==> config.mk <==
export PLATFORM = sky130hd
export DESIGN_NAME = prescaled_uptimer
export DESIGN_NICKNAME = d
export VERILOG_FILES = /design/src/rtl/tmr_pkg.sv /design/src/rtl/tmr_regs.sv /design/src/rtl/tmr_runctl.sv /design/src/rtl/tmr_prescaler.sv /design/src/rtl/tmr_counter.sv /design/src/rtl/prescaled_uptimer.sv
export SDC_FILE = /design/constraint.sdc
export NUM_CORES = 1
export LEC_CHECK = 0
export ABC_AREA = 1
export BUFFER_PORTS_ARGS = -buffer_cell sky130_fd_sc_hd__buf_4
export CAP_MARGIN = 20
export CORE_UTILIZATION = 63
export DETAILED_ROUTE_END_ITERATION = 10
export PLACE_DENSITY = 0.86
export SLEW_MARGIN = 20
export SYNTH_ARGS = -nofsm -noshare
export SYNTH_HDL_FRONTEND = slang
export SYNTH_SLANG_ARGS = --single-unit
==> constraint.sdc <==
create_clock -name clk -period 3.25 [get_ports clk]
set_clock_uncertainty 0.2 [all_clocks]
set_input_delay 0.1625 -clock clk [delete_from_list [all_inputs] [get_ports clk]]
set_output_delay 0.1625 -clock clk [all_outputs]
set_load 0.01 [all_outputs]
==> src/rtl/tmr_pkg.sv <==
package tmr_pkg;
  localparam int ADDR_W = 3;
  localparam int NFLAG  = 4;

  typedef enum logic [ADDR_W-1:0] {
    RA_CTRL = 3'd0,
    RA_RUN  = 3'd1,
    RA_EVT  = 3'd2,
    RA_STS  = 3'd3,
    RA_DIV  = 3'd4,
    RA_LIM  = 3'd5,
    RA_CNT  = 3'd6
  } reg_addr_e;

  localparam int F_UPD   = 0;
  localparam int F_DONE  = 1;
  localparam int F_START = 2;
  localparam int F_STOP  = 3;
endpackage

==> src/rtl/tmr_regs.sv <==
module tmr_regs
  import tmr_pkg::*;
#(
  parameter int DATA_W = 32,
  parameter int CNT_W  = 16,
  parameter int DIV_W  = 16
) (
  input  logic              clk,
  input  logic              rst_n,
  input  logic              wr_en,
  input  logic [ADDR_W-1:0] wr_addr,
  input  logic [DATA_W-1:0] wr_data,
  input  logic [ADDR_W-1:0] rd_addr,
  output logic [DATA_W-1:0] rd_data,
  input  logic              running,
  input  logic [CNT_W-1:0]  count,
  input  logic              set_upd,
  input  logic              set_start,
  input  logic              set_stop,
  output logic              en_req,
  output logic              lim_buffered,
  output logic              upd_off,
  output logic              force_upd,
  output logic [DIV_W-1:0]  div_pre,
  output logic [CNT_W-1:0]  lim_pre
);
  logic             w_ctrl, w_run, w_evt, w_sts, w_div, w_lim;
  logic [NFLAG-1:0] flags, flag_set, flag_clr;

  assign w_ctrl = wr_en && (wr_addr == RA_CTRL);
  assign w_run  = wr_en && (wr_addr == RA_RUN);
  assign w_evt  = wr_en && (wr_addr == RA_EVT);
  assign w_sts  = wr_en && (wr_addr == RA_STS);
  assign w_div  = wr_en && (wr_addr == RA_DIV);
  assign w_lim  = wr_en && (wr_addr == RA_LIM);

  always_ff @(posedge clk or negedge rst_n) begin
    if (!rst_n) begin
      en_req       <= 1'b0;
      lim_buffered <= 1'b0;
      upd_off      <= 1'b0;
    end else if (w_ctrl) begin
      en_req       <= wr_data[0];
      lim_buffered <= wr_data[1];
      upd_off      <= wr_data[2];
    end else if (w_run) begin
      if (wr_data[1])      en_req <= 1'b0;
      else if (wr_data[0]) en_req <= 1'b1;
    end
  end

  always_ff @(posedge clk or negedge rst_n) begin
    if (!rst_n) begin
      force_upd <= 1'b0;
      div_pre   <= '0;
      lim_pre   <= '1;
    end else begin
      force_upd <= w_evt && wr_data[0];
      if (w_div) div_pre <= wr_data[DIV_W-1:0];
      if (w_lim) lim_pre <= wr_data[CNT_W-1:0];
    end
  end

  always_comb begin
    flag_set         = '0;
    flag_set[F_UPD]  = set_upd;
    flag_set[F_DONE] = force_upd;
    flag_set[F_START]= set_start;
    flag_set[F_STOP] = set_stop;
    flag_clr         = w_sts ? wr_data[NFLAG-1:0] : '0;
  end

  always_ff @(posedge clk or negedge rst_n) begin
    if (!rst_n) flags <= '0;
    else        flags <= (flags & ~flag_clr) | flag_set;
  end

  always_comb begin
    rd_data = '0;
    case (rd_addr)
      RA_CTRL: rd_data[2:0]       = {upd_off, lim_buffered, en_req};
      RA_RUN:  rd_data[0]         = running;
      RA_STS:  rd_data[NFLAG-1:0] = flags;
      RA_DIV:  rd_data[DIV_W-1:0] = div_pre;
      RA_LIM:  rd_data[CNT_W-1:0] = lim_pre;
      RA_CNT:  rd_data[CNT_W-1:0] = count;
      default: rd_data            = '0;
    endcase
  end

  p_w1c_r7: assert property (@(posedge clk) disable iff (!rst_n)
    (w_sts && wr_data[F_UPD] && !set_upd) |=> !flags[F_UPD]);
  p_done_flag_r6: assert property (@(posedge clk) disable iff (!rst_n)
    force_upd |=> flags[F_DONE]);
endmodule

==> src/rtl/tmr_runctl.sv <==
module tmr_runctl (
  input  logic clk,
  input  logic rst_n,
  input  logic en_req,
  output logic running,
  output logic rose,
  output logic fell
);
  always_ff @(posedge clk or negedge rst_n) begin
    if (!rst_n) running <= 1'b0;
    else        running <= en_req;
  end

  assign rose = en_req && !running;
  assign fell = !en_req && running;

  p_run_edges_r4: assert property (@(posedge clk) disable iff (!rst_n)
    rose |=> running);
endmodule

==> src/rtl/tmr_prescaler.sv <==
module tmr_prescaler #(
  parameter int DIV_W = 16
) (
  input  logic             clk,
  input  logic             rst_n,
  input  logic             running,
  input  logic             force_upd,
  input  logic             wrap_upd,
  input  logic [DIV_W-1:0] div_pre,
  output logic             tick
);
  logic [DIV_W-1:0] phase, div_sh;
  logic             load;

  assign load = force_upd || wrap_upd;
  assign tick = running && !force_upd && (phase == div_sh);

  always_ff @(posedge clk or negedge rst_n) begin
    if (!rst_n) begin
      phase  <= '0;
      div_sh <= '0;
    end else begin
      if (load) div_sh <= div_pre;
      if (force_upd)    phase <= '0;
      else if (tick)    phase <= '0;
      else if (running) phase <= phase + 1'b1;
    end
  end

  p_phase_bound_r2: assert property (@(posedge clk) disable iff (!rst_n)
    phase <= div_sh);
  p_div_hold_r9: assert property (@(posedge clk) disable iff (!rst_n)
    !load |=> $stable(div_sh));
endmodule

==> src/rtl/tmr_counter.sv <==
module tmr_counter #(
  parameter int CNT_W = 16
) (
  input  logic             clk,
  input  logic             rst_n,
  input  logic             tick,
  input  logic             force_upd,
  input  logic             upd_off,
  input  logic             lim_buffered,
  input  logic [CNT_W-1:0] lim_pre,
  output logic [CNT_W-1:0] count,
  output logic             wrap_upd
);
  logic [CNT_W-1:0] lim_sh, lim_eff;
  logic             at_lim;

  assign lim_eff  = lim_buffered ? lim_sh : lim_pre;
  assign at_lim   = (count == lim_eff);
  assign wrap_upd = tick && at_lim && !upd_off;

  always_ff @(posedge clk or negedge rst_n) begin
    if (!rst_n) begin
      count  <= '0;
      lim_sh <= '1;
    end else begin
      if (force_upd || wrap_upd || !lim_buffered) lim_sh <= lim_pre;
      if (force_upd)      count <= '0;
      else if (tick)      count <= at_lim ? '0 : count + 1'b1;
    end
  end

  p_wrap_zero_r3: assert property (@(posedge clk) disable iff (!rst_n)
    (tick && at_lim && !force_upd) |=> (count == '0));
  p_force_zero_r6: assert property (@(posedge clk) disable iff (!rst_n)
    force_upd |=> (count == '0));
  p_idle_hold_r4: assert property (@(posedge clk) disable iff (!rst_n)
    (!tick && !force_upd) |=> $stable(count));
  p_shadow_hold_r8: assert property (@(posedge clk) disable iff (!rst_n)
    (lim_buffered && !force_upd && !wrap_upd) |=> $stable(lim_sh));
endmodule

==> src/rtl/prescaled_uptimer.sv <==
module prescaled_uptimer
  import tmr_pkg::*;
#(
  parameter int DATA_W = 32,
  parameter int CNT_W  = 16,
  parameter int DIV_W  = 16
) (
  input  logic              clk,
  input  logic              rst_n,
  input  logic              wr_en,
  input  logic [2:0]        wr_addr,
  input  logic [DATA_W-1:0] wr_data,
  input  logic [2:0]        rd_addr,
  output logic [DATA_W-1:0] rd_data
);
  logic             en_req, lim_buffered, upd_off, force_upd;
  logic             running, rose, fell, tick, wrap_upd;
  logic [DIV_W-1:0] div_pre;
  logic [CNT_W-1:0] lim_pre, count;

  tmr_regs #(.DATA_W(DATA_W), .CNT_W(CNT_W), .DIV_W(DIV_W)) u_regs (
    .clk(clk), .rst_n(rst_n), .wr_en(wr_en), .wr_addr(wr_addr),
    .wr_data(wr_data), .rd_addr(rd_addr), .rd_data(rd_data),
    .running(running), .count(count), .set_upd(wrap_upd),
    .set_start(rose), .set_stop(fell), .en_req(en_req),
    .lim_buffered(lim_buffered), .upd_off(upd_off), .force_upd(force_upd),
    .div_pre(div_pre), .lim_pre(lim_pre)
  );

  tmr_runctl u_run (
    .clk(clk), .rst_n(rst_n), .en_req(en_req),
    .running(running), .rose(rose), .fell(fell)
  );

  tmr_prescaler #(.DIV_W(DIV_W)) u_div (
    .clk(clk), .rst_n(rst_n), .running(running), .force_upd(force_upd),
    .wrap_upd(wrap_upd), .div_pre(div_pre), .tick(tick)
  );

  tmr_counter #(.CNT_W(CNT_W)) u_cnt (
    .clk(clk), .rst_n(rst_n), .tick(tick), .force_upd(force_upd),
    .upd_off(upd_off), .lim_buffered(lim_buffered), .lim_pre(lim_pre),
    .count(count), .wrap_upd(wrap_upd)
  );

  p_no_tick_idle_r4: assert property (@(posedge clk) disable iff (!rst_n)
    !running |-> !tick);
  p_quiet_wrap_r10: assert property (@(posedge clk) disable iff (!rst_n)
    upd_off |-> !wrap_upd);
endmodule

### Word-level counts from Yosys, hierarchy flattened

Index checks and enable logic that the tools add are counted.

* bits in registers: 105
* logic and storage cells: 72

* add/subtract/negate cells: 2
* equality and inequality tests: 12
* muxes and demuxes: 16
* bitwise logic cells: 3
* reduce and logical (&&, ||, !) cells: 27

Operator list (number)
* $mux W16: 7
* $pmux W12 S3: 1
* $add A16 B1 Y16 const B: 2
* $eq A16 B16 Y1: 2
* $eq A3 B3 Y1 const B: 5
* $logic_and A1 B1 Y1: 13
* $pmux W2 S5: 1
* $eq A3 B2 Y1 const B: 3
* $eq A3 B1 Y1 const B: 2
* $logic_not A3 Y1: 2
* $pmux W1 S6: 1
* $reduce_bool A3 Y1: 2
* $logic_not A1 Y1: 5
* $and A4 B4 Y4: 1
* $mux W1: 4
* $mux W4: 1
* $not A4 Y4: 1
* $or A4 B4 Y4: 1
* $pmux W1 S4: 1
* $reduce_bool A2 Y1: 2
* $logic_or A1 B1 Y1: 2
* $reduce_and A2 Y1: 1

### Longest topological paths before layout

Gate-level depths: netlist of the first run.

* depth in word-level cells: 7
* gate-level depth with buffers: 16
* gate-level depth less buffers: 14

### Modules after synthesis

A second synthesis of the first run with hierarchy kept.

* cell total of the unflattened synthesis: 876
* area total of the unflattened synthesis: 6384.9 um^2

By module, submodules not included
* tmr_regs: times used 1, cells an instance 287, area an instance 2303.5 um^2, sequential area each 1021.0 um^2
* tmr_counter: times used 1, cells an instance 318, area an instance 2100.8 um^2, sequential area each 820.8 um^2
* tmr_prescaler: times used 1, cells an instance 266, area an instance 1940.6 um^2, sequential area each 800.8 um^2
* tmr_runctl: times used 1, cells an instance 5, area an instance 40.0 um^2, sequential area each 25.0 um^2

### Least setup slack after synthesis of the first run

Ideal clock, no wire load.

* kind: register to register
* from: register u_regs.lim_buffered
* to: register u_div.div_sh[0]
* library setup time: 0.117 ns
* arrival: 1.648 ns
* data required time: 2.933 ns
* slack: 1.285 ns
* cell stages (with the launch flop): 17
* buffers on the path: 4
* period minus slack after synthesis: 1.965 ns
* path through: dfrtp_1 > buf_6 > inv_6 > buf_6 > nand2_1 > nand2_1 > nand2_1 > nand2_1 > nand2_1 > nor2_1 > nand2_1 > nor2_4 > nand2_2 > buf_6 > buf_6 > nand3_1 > nand2_1

* longest elaborated chain between the ends: 5

Ends and longest elaborated chain
* from (decl): RTL line tmr_regs.sv:21 `output logic lim_buffered,`
* from (signal assigned): RTL line tmr_regs.sv:44 `lim_buffered <= wr_data[1];`
* $mux W16: RTL line tmr_counter.sv:17 `assign lim_eff = lim_buffered ? lim_sh : lim_pre;`
* $eq A16 B16 Y1: RTL line tmr_counter.sv:18 `assign at_lim = (count == lim_eff);`
* $logic_and A1 B1 Y1 (2 in series): RTL line tmr_counter.sv:19 `assign wrap_upd = tick && at_lim && !upd_off;`
* $logic_or A1 B1 Y1: RTL line tmr_prescaler.sv:15 `assign load = force_upd || wrap_upd;`
* to (signal assigned): RTL line tmr_prescaler.sv:23 `if (load) div_sh <= div_pre;`
* to (decl): RTL line tmr_prescaler.sv:12 `logic [DIV_W-1:0] phase, div_sh;`

No other way between the ends.
A chain may end at the register's enable or synchronous reset.

### Worst setup path after layout of the first run

* from: register u_div.phase[10]
* to: register u_div.phase[11]

* longest elaborated chain between the ends: 4

Ends and longest elaborated chain
* from (decl): RTL line tmr_prescaler.sv:12
* from (signal assigned): RTL line tmr_prescaler.sv:26 `else if (running) phase <= phase + 1'b1;`
* $add A16 B1 Y16 / $eq A16 B16 Y1 (equally long branches): RTL line tmr_prescaler.sv:26, tmr_prescaler.sv:16
* $mux W16 / $logic_and A1 B1 Y1 (equally long branches): RTL line tmr_prescaler.sv:26, tmr_prescaler.sv:16
* $mux W16: RTL line tmr_prescaler.sv:25 `else if (tick) phase <= '0;`
* $mux W16: RTL line tmr_prescaler.sv:24 `if (force_upd) phase <= '0;`

Several ways; a longest one is shown, not always the timed one. The select of a mux whose other input is x is not followed.

==> impl_metrics.toml, run 1 <==
[pwr]
power_density_nw_per_um2 = 549
switchingPower_mw = 1.32
ir_drop_mv = 0.386
share_comb_of_total_power_pct = 26.7
p_sw_share_pct = 36.1
internal_power_mw = 2.33
clock_power_share_pct = 22.4
p_leak_nw = 3.26
pwr-share-seq_pct = 50.9

[layout]
fill_cells = 688
n_antenna_cell = 0
mostFrequentLayoutCells = "307 x nand2_1, 89 x inv_1, 73 x dfrtp_1"
final_common_cell = "nand2_1"
syn_to_final_growth_pct = 12.4
nets = 915
post-route-util_pct = 74.7
final_layout_size_suffix_gt1_share_pct = 11.7

[sta]
setup_tns_ns = 0
finalWorstSetupSlack_ns = 0.651
rsz0062_at_grt = "false"
max-slew-margin-rel_pct = 42.2
tightest_slew_ns = 0.867
whs_ns = 0.250
maxSlewViolCount = 0
fmax_ghz = 0.385
hold_violations = 0
setup_viol = 0
timing.final.crit_period_ns = 2.60
finalCritPeriodShare_pct = 80.0

[synthesis]
synthFlopType = "dfrtp_1"
yosysTopAreaCell = "dfrtp_1"
yosys.area.top_type_share_pct = 30.9
async_reset_ff_share_pct = 100
synth_seq_cells = 105
syn_area_per_cell_um2 = 7.25
ys_warn_count = 0
yosys-top-cells-area = "dfrtp_1 31%, nand2_1 20%, dfstp_2 14%, inv_1 5.7%, o21ai_0 5.5%"
yosysUniqueCellTypes = 36
synth_area_um2 = 5910
yosysSeqAreaShare_pct = 45.1
synth_edf_count = 0
synth_cells = 815

[route]
wl_mm = 15.4
wl_per_cell_um = 15.6
drt_first_iter_violations = 351
drcViolationCount = 0
ant_nets = 0
first_pass_iters = 7
via_per_inst = 5.76
routed-via-count = 5676

[setup_path]
max_stage_delay_ns = 0.58
crit_family = "simple AND/OR/NAND/NOR gates"
crit_chain = "inv_1 -> nand2_1 -> nand2_1 -> nor2_1 -> nand2_1 -> nor2_1 -> nand3_1 -> nand2_1 -> inv_1 -> o21ai_0 -> a21oi_1"
cp_num_cells = 11
startpoint_type = "register"
required_ns = 3.30
crit_type = "reg2reg"
crit_top_cell = "nand2_1"
worst-path-buf-inv = 2
worst-path-max-fanout = 20
ff2ff_path_depth = 11
cp.arrival_ns = 2.65
cp-end-kind = "register"
crit_path_top_delay_cell = "nand2_1"

[place]
post-place-ws_ns = 0.729
dp_hpwl_mm = 10.7
finalWeightedCongestion = 0.961
port_buffers = 40

[global_route]
grt_max_degree = 70
grt_use_total_pct = 33.2
grt_overflow_total = 0
first_global_vias = 5475
grt_pass1_wl_mm = 25.5
antenna_found_initial = 0

[floorplan]
fp.dieH_um = 98.9
die-area_um2 = 9770
placementRows = 34
pin_count = 73
start_util_pct = 66.5
coreArea_um2 = 8890
die_x_um = 98.9

[clock_network]
numCtsBuffers = 9
path_clk_slew_ns = 0.10
post_cts_resize_count = 0
insertion_delay_ns = 0.37
cts_setup_buffers = 0
cts_tree = "yes"
cts.sinks = 105
cts_max_level = 3
clk_path_buf_depth = 2
cts-root-buf = "clkbuf_8"

[outcome]
status = "completed"

[min_path]
min_path_type = "in2async"

[job]
cap_viol_max_count = 0
## routing by layer
| metal | track usage [%] | share of wire [%] | vias up |
|---|---|---|---|
| met5 | 0 | 0 | - |
| met4 | 12.4 | 2.5 | 0 |
| met3 | 7.73 | 8.0 | 46 |
| met2 | 54.8 | 48 | 269 |
| met1 | 42.8 | 42 | 2657 |
| li1 | - | - | 2704 |
## Yosys cell counts, types with 3 or more instances
library cell    n
nand2_1       307
o21ai_1         8
o211ai_1       11
buf_2           3
buf_4          20
inv_1          89
o21ai_0        65
buf_6           5
clkbuf_1       13
nor2_1         48
nor3_1         20
a21oi_1        10
dfrtp_1        73
dfstp_2        32
xor2_1         12
nand4_1        31
nand3_1        45
## per-stage QoR
| step | area [µm²] | instances | power (mW) |
|---|---|---|---|
| floorplan | 5970 | 830 | 2.50 |
| global placement | 6220 | 946 | 2.74 |
| detailed placement | 6220 | 946 | 2.80 |
| CTS | 6640 | 985 | 3.64 |
| global route | 6640 | 985 | 3.87 |
| finish | 6640 | 985 | 3.65 |
## path summary, 6_finish.rpt
check | from | end | slack (ns)
max | u_div.phase[10] | u_div.phase[11] | 0.65
min in group clk | u_regs.en_req | u_run.running | 0.28
min | rst_n | u_div.div_sh[5] | 0.25
min reg2reg | u_regs.en_req | u_run.running | 0.28
max reg2reg | u_div.phase[10] | u_div.phase[11] | 0.65
max in group asynchronous | rst_n | u_cnt.lim_sh[12] | 1.77
## power groups by stage
stage          Sequential (mW)  Clock [mW]  Combinational (mW)
6_report                  1.86       0.816               0.975
3_5_place_dp              1.87           0               0.934
2_1_floorplan             1.78           0               0.719
4_1_cts                   1.85       0.826               0.965
3_3_place_gp              1.85           0               0.889
5_1_grt                   1.89       0.874                1.11
## registers in the layout, indices dropped and copies added (netlist names), 4 cells and up
register,flops
u_cnt.count,16
u_cnt.lim_sh,16
u_div.div_sh,16
u_div.phase,16
u_regs.div_pre,16
u_regs.lim_pre,16
u_regs.flags,4
## cell type report
cell class	instances	area (µm²)	share of cell area, %
multi-input combinational	592	2680	40.3
sequential	105	2670	40.2
timing repair buffer	74	626	9.42
inverter	90	343	5.16
clock buffer	11	153	2.30
tap	108	135	2.03
clock inverter	5	42.5	0.640
## cell families (layout without fill, tap and decap cells)
family	Yosys count	count (layout)	synth area share, %
compound gates	104	104	9.76
xor+xnor	13	13	1.93
fa+ha+maj	2	2	0.423
buf+inv	133	180	10.5
flops	105	105	45.1
other cells	1	16	0.0635
simple gates	457	457	32.2
## worst reg2reg max path: stages (launching register included)
cell and delay, ns:
dfrtp_1 0.46, inv_1 0.10, nand2_1 0.09, nand2_1 0.06, nor2_1 0.12, nand2_1 0.08, nor2_1 0.09, nand3_1 0.14
nand2_1 0.58, inv_1 0.37, o21ai_0 0.16, a21oi_1 0.06
## repair_timing
| action | in CTS | in global routing |
|---|---|---|
| hold buffers | 23 | 0 |
| hold endpoints to repair | 80 | 0 |
| endpoints found under the setup margin | 0 | 0 |
Note: power is estimated with default switching activity, not from simulation.
==> inputs of run 2 (changes only) <==
--- a/config.mk
+++ b/config.mk
@@ -5,12 +5,12 @@
 export SDC_FILE = /design/constraint.sdc
 export NUM_CORES = 1
 export LEC_CHECK = 0
-export ABC_AREA = 1
+export ABC_AREA = 0
 export BUFFER_PORTS_ARGS = -buffer_cell sky130_fd_sc_hd__buf_4
 export CAP_MARGIN = 20
-export CORE_UTILIZATION = 63
+export CORE_UTILIZATION = 58
 export DETAILED_ROUTE_END_ITERATION = 10
-export PLACE_DENSITY = 0.86
+export PLACE_DENSITY = 0.8
 export SLEW_MARGIN = 20
 export SYNTH_ARGS = -nofsm -noshare
 export SYNTH_HDL_FRONTEND = slang
==> constraint.sdc (replaced) <==
create_clock -name clk -period 2.45 [get_ports clk]
set_clock_uncertainty 0.2 [all_clocks]
set_input_delay 0.1225 -clock clk [delete_from_list [all_inputs] [get_ports clk]]
set_output_delay 0.1225 -clock clk [all_outputs]
set_load 0.01 [all_outputs]
==> impl_metrics.toml, run 2 <==
[sta]
maxSlewViolCount = 0
finalWorstSetupSlack_ns = -0.203
timing.final.crit_period_ns = 2.65
rsz0062_at_grt = "true"
max-slew-margin-rel_pct = 58.3
tightest_slew_ns = 0.625
hold_violations = 0
whs_ns = 0.0898
finalCritPeriodShare_pct = 108
setup_viol = 40
fmax_ghz = 0.377

[synthesis]
ys_warn_count = 0
synthFlopType = "dfrtp_1"
synth_edf_count = 0
yosysUniqueCellTypes = 53
yosysMostFrequentCell = "dfrtp_1"
synth_area_um2 = 5820
yosysTopAreaCell = "dfrtp_1"
synth_cells = 519
synth_seq_cells = 105
synthTopCellsByCount = "73 x dfrtp_1, 45 x mux2_2, 43 x nand2_1"
syn_area_per_cell_um2 = 11.2
yosys.area.top_type_share_pct = 31.4
yosysSeqAreaShare_pct = 45.8
yosys-top-cells-area = "dfrtp_1 31%, dfstp_2 14%, mux2_2 8.7%, xor2_1 5.3%, mux2_4 5.2%"
async_reset_ff_share_pct = 100

[floorplan]
die_x_um = 102
fp.dieH_um = 102
die-area_um2 = 10400
start_util_pct = 59.8
coreArea_um2 = 9730
pin_count = 73
placementRows = 36

[layout]
final_common_cell = "dfrtp_1"
final_layout_size_suffix_gt1_share_pct = 34.1
mostFrequentLayoutCells = "72 x dfrtp_1, 66 x buf_4, 45 x mux2_2"
fin_cells = 732
n_antenna_cell = 0
design_area_um2 = 6880
nets = 637
syn_to_final_growth_pct = 18.3

[setup_path]
cp-end-kind = "register"
crit_type = "reg2reg"
cp.arrival_ns = 2.73
required_ns = 2.52
ff2ff_path_depth = 9
regToRegStartpoint = "u_regs.lim_buffered"
max_stage_delay_ns = 0.44
r2r_slack_ns = -0.20
r2r-end = "u_div.div_sh[7]"
startpoint_type = "register"
setup.worst_path.start = "u_regs.lim_buffered"
crit_top_cell = "buf_12"
crit_path_top_delay_cell = "dfrtp_2"
crit_chain = "buf_12 -> mux2i_2 -> xor2_1 -> nand4_1 -> nor4_4 -> buf_4 -> a31oi_4 -> buf_12 -> mux2_4"
crit_end = "u_div.div_sh[7]"
worst-path-max-fanout = 16

[job]
cap_viol_max_count = 0

[clock_network]
cts.sinks = 105
clk_path_buf_depth = 2
insertion_delay_ns = 0.39
path_clk_slew_ns = 0.11
cts_max_level = 3
numCtsBuffers = 9
cts-root-buf = "clkbuf_8"
cts_tree = "yes"

[pwr]
ir_drop_mv = 0.483
power_density_nw_per_um2 = 760
power.total_mw = 5.23
p_leak_nw = 3.14

[route]
drt_first_iter_violations = 282
wl_per_cell_um = 18.9
wl_mm = 13.9
ant_nets = 0
drcViolationCount = 0
first_pass_iters = 5
via_per_inst = 5.86
routed-via-count = 4287

[place]
post_dp_cell_area_um2 = 6370
dp_cells = 690
finalWeightedCongestion = 0.881
port_buffers = 40
dp_hpwl_mm = 9.68

[global_route]
grt_overflow_total = 0
grt_pass1_wl_mm = 22.1
first_global_vias = 4261
grt_max_degree = 49
antenna_found_initial = 0
grt_use_total_pct = 28.3

[outcome]
violations = "negative setup slack"
status = "complete, but fails checks"

[min_path]
min_path_type = "in2async"
## run 2: worst min-delay path by stage
stage / end / slack, ns / cells past startpoint
2_1_floorplan: u_cnt.count[0] / -0.37 / 0
3_3_place_gp: u_regs.force_upd / -0.03 / 1
3_5_place_dp: u_div.div_sh[2] / -0.02 / 1
4_1_cts: u_regs.force_upd / 0.11 / 2
5_1_grt: u_div.div_sh[3] / 0.14 / 2
6_report: u_div.div_sh[2] / 0.09 / 2
## run 2: layer usage
metal	wire length [µm]	vias to the layer above	GRT usage, %	part of all wire [%]
met1	6020	2151	37.0	43
li1	-	1958	-	-
met5	0	-	0	0
met4	327	0	10.5	2.4
met2	6800	155	46.8	49
met3	700	23	5.54	5.1
## run 2: critical path, delay by kind of cell (launching register included)
kind | cells | cell delay (ns)
flops | 1 | 0.44
mux | 2 | 0.53
compound gates | 1 | 0.10
simple gates | 2 | 0.48
buf+inv | 3 | 0.54
xor+xnor | 1 | 0.23
## run 2: layout make-up
cell class,instances,area [µm²]
Tap cell,133,166
Clock inverter,7,61.3
Multi-Input combinational cell,380,3020
Sequential cell,105,2670
Timing Repair Buffer,94,831
Clock buffer,9,124
Fill cell,711,2850
Inverter,4,15.0
## run 2: timing repair
item / in CTS / in global routing
endpoints found under the setup margin: 38 / 46
hold buffers: 23 / 0
gates cloned: 0 / 1
endpoints found under the hold margin: 84 / 0
setup buffers: 2 / 0
gates resized for setup: 0 / 17
pin swaps: 2 / 3
## run 2: metrics by stage
step                TNS, ns  util, %  worst slack, ns
global route          -6.51     70.8           -0.222
CTS                   -3.57     69.9           -0.151
detailed placement    -3.42     65.5           -0.143
global placement      -2.46     65.5           -0.102
finish                -5.77     70.8           -0.203
floorplan             -1.20        -          -0.0545
## run 2: cells by family after synthesis
group           count (synthesis)  synth area share, %
fa+ha+maj                       2                0.430
buf+inv                        49                 4.94
compound gates                 60                 7.46
simple gates                  157                 14.5
mux                            96                 19.4
flops                         105                 45.8
other cells                     1               0.0644
xor+xnor                       49                 7.37
## run 2: power breakdown
part	internal, mW	switching, mW	leakage [nW]
Clock	0.390	0.664	0.0888
Sequential	2.24	0.388	1.28
Combinational	0.861	0.692	1.77
Total	3.49	1.74	3.14
==> inputs of run 3 (changes only) <==
--- a/config.mk
+++ b/config.mk
@@ -8,10 +8,11 @@
 export ABC_AREA = 0
 export BUFFER_PORTS_ARGS = -buffer_cell sky130_fd_sc_hd__buf_4
 export CAP_MARGIN = 20
-export CORE_UTILIZATION = 58
+export CORE_UTILIZATION = 59
 export DETAILED_ROUTE_END_ITERATION = 10
-export PLACE_DENSITY = 0.8
+export PLACE_DENSITY = 0.81
 export SLEW_MARGIN = 20
 export SYNTH_ARGS = -nofsm -noshare
 export SYNTH_HDL_FRONTEND = slang
+export SYNTH_HIERARCHICAL = 1
 export SYNTH_SLANG_ARGS = --single-unit
==> impl_metrics.toml, run 3 <==
[outcome]
violations = "negative setup slack"
status = "complete, but fails checks"

[synthesis]
synthMuxAreaShare_pct = 19.5
async_reset_ff_share_pct = 100
synthAdderAreaFrac_pct = 0.417
synth_xor_area_share_pct = 4.80
syn_area_per_cell_um2 = 11.1
synth_seq_cells = 105
synth_cells = 541
synth_compound_area_share_pct = 8.26
yosysSeqAreaShare_pct = 44.5
synth_area_um2 = 6000
synth-simple-area-share_pct = 16.9
synth_edf_count = 0
yosys-top-cells-area = "dfrtp_1 30%, dfstp_2 14%, mux2_2 8.8%, mux2i_1 5.7%, mux2_4 5.0%"
ys_warn_count = 6
synth_top_family_by_area = "multiplexers"
yosys.area.top_type_share_pct = 30.5
yosysMostFrequentCell = "dfrtp_1"
yosysTopAreaCell = "dfrtp_1"
synthTopCellsByCount = "73 x dfrtp_1, 47 x mux2_2, 41 x nand2_1"
yosysUniqueCellTypes = 62
synthFlopType = "dfrtp_1"

[setup_path]
cp-end-kind = "register"
crit_type = "reg2reg"
worst-path-max-fanout = 11
startpoint_type = "register"
cp.arrival_ns = 2.70
required_ns = 2.55

[layout]
nets = 674
fill_cells = 677
multi_input_area_um2 = 3150
syn_to_final_growth_pct = 19.3
n_antenna_cell = 0
fin_cells = 769
final_common_cell = "buf_4"
seq_area_um2 = 2670
post-route-util_pct = 72.9
final_layout_size_suffix_gt1_share_pct = 38.1
mostFrequentLayoutCells = "82 x buf_4, 72 x dfrtp_1, 43 x mux2_2"

[global_route]
first_global_vias = 4647
grt_max_degree = 46
grt_pass1_wl_mm = 23.6
grt_overflow_total = 0
antenna_found_initial = 0
grt_use_total_pct = 29.9

[floorplan]
die-area_um2 = 10600
pin_count = 73
placementRows = 36
coreArea_um2 = 9820
start_util_pct = 61.1
fp.dieH_um = 103
die_x_um = 103

[sta]
max-slew-margin-rel_pct = 53.4
fmax_ghz = 0.385
finalWorstSetupSlack_ns = -0.146
tightest_slew_ns = 0.696
maxSlewViolCount = 0
hold_violations = 0
finalCritPeriodShare_pct = 106
timing.final.crit_period_ns = 2.60
setup_viol = 38
rsz0062_at_grt = "true"

[clock_network]
insertion_delay_ns = 0.38
clk_path_buf_depth = 2
cts_max_level = 3
cts.sinks = 105
path_clk_slew_ns = 0.09
numCtsBuffers = 9
cts_tree = "yes"
cts-root-buf = "clkbuf_8"

[place]
dp_cells = 726
dp_hpwl_mm = 9.77
post-place-ws_ns = -0.240
port_buffers = 40
finalWeightedCongestion = 0.873

[pwr]
ir_drop_mv = 0.437
power_density_nw_per_um2 = 790
p_leak_nw = 3.11

[min_path]
min_path_type = "in2async"

[route]
routed-via-count = 4614
first_pass_iters = 7
wl_per_cell_um = 19.2
wl_mm = 14.7
via_per_inst = 6.00
ant_nets = 0
drt_first_iter_violations = 365
drcViolationCount = 0

[job]
cap_viol_max_count = 0
-- run 3: cell count changes in the layout (fill, tap and decap cells not counted), sizes merged, moves of 9 or more --
cell | previous run | this run
buf | 70 | 88
and2 | 13 | 4
a21oi | 4 | 20
or2 | 0 | 16
o21ai | 25 | 14
nand3 | 9 | 21
nor2 | 26 | 13
xor2 | 35 | 16
-- run 3: cell type report --
type | count | area share, %
Inverter | 8 | 0.420
Timing Repair Buffer | 110 | 13.3
Clock buffer | 12 | 1.89
Clock inverter | 4 | 0.752
Multi-Input combinational cell | 397 | 44.0
Tap cell | 133 | 2.33
Sequential cell | 105 | 37.3
-- run 3: worst max-delay path, cell delays in order (launching register included) --
cell and delay (ns):
dfrtp_2 0.45, buf_12 0.17, mux2i_1 0.23, xnor2_1 0.11
nor4_2 0.35, nand4_2 0.17, buf_4 0.18, o21ai_4 0.17
buf_12 0.18, mux2_4 0.31
-- run 3: cell families (layout without fill, tap and decap cells) --
group | Yosys count | count (layout)
AO/OA/AOI/OAI | 73 | 73
buffers and inverters | 54 | 134
XOR/XNOR | 32 | 32
AND/OR/NAND/NOR | 173 | 173
multiplexers | 101 | 101
other | 1 | 16
flip-flops | 105 | 105
adder cells (fa/ha/maj) | 2 | 2
-- run 3: worst paths after layout --
kind | start | to | slack [ns] | cells past startpoint
min | rst_n | u_div/div_sh[12] | 0.09 | 2
min reg2reg | u_regs/en_req | u_run/running | 0.27 | 0
max | u_regs/lim_buffered | u_cnt/lim_sh[7] | -0.15 | 9
max in group asynchronous | rst_n | u_cnt/lim_sh[13] | 1.19 | 3
max reg2reg | u_regs/lim_buffered | u_cnt/lim_sh[7] | -0.15 | 9
min in group clk | u_regs/en_req | u_run/running | 0.27 | 0
-- run 3: repair_timing --
action / 4_1_cts / 5_1_grt
setup buffers: 3 / 2
hold buffers: 21 / 0
pin swaps: 5 / 0
setup endpoints to repair: 46 / 47
endpoints found under the hold margin: 84 / 0
gates cloned: 0 / 1
gates resized for setup: 11 / 8
-- run 3: layer usage --
| layer | wire length, µm | vias to the layer above | GRT usage, % |
|---|---|---|---|
| met3 | 895 | 37 | 6.17 |
| met2 | 7160 | 190 | 49.0 |
| met5 | 0 | - | 0 |
| met1 | 6310 | 2287 | 39.0 |
| li1 | - | 2100 | - |
| met4 | 373 | 0 | 11.9 |
-- run 3: where the power goes --
| part | switching, mW | internal [mW] | leakage [nW] |
|---|---|---|---|
| clock network | 0.589 | 0.476 | 0.0868 |
| logic | 0.859 | 1.05 | 1.77 |
| registers | 0.403 | 2.28 | 1.25 |
| total | 1.85 | 3.80 | 3.11 |
-- run 3: metrics by stage --
| step | total power, mW | TNS, ns | hold WS [ns] | cell area, µm² |
|---|---|---|---|---|
| after detailed placement | 4.40 | -5.74 | -0.0424 | 6610 |
| after global routing | 5.95 | -7.26 | 0.137 | 7160 |
| after global placement | 4.29 | -3.15 | -0.0410 | 6610 |
| final | 5.65 | -4.50 | 0.0931 | 7160 |
| after floorplan | 3.87 | -1.23 | -0.373 | 6130 |
| after CTS | 5.59 | -2.67 | 0.112 | 7090 |
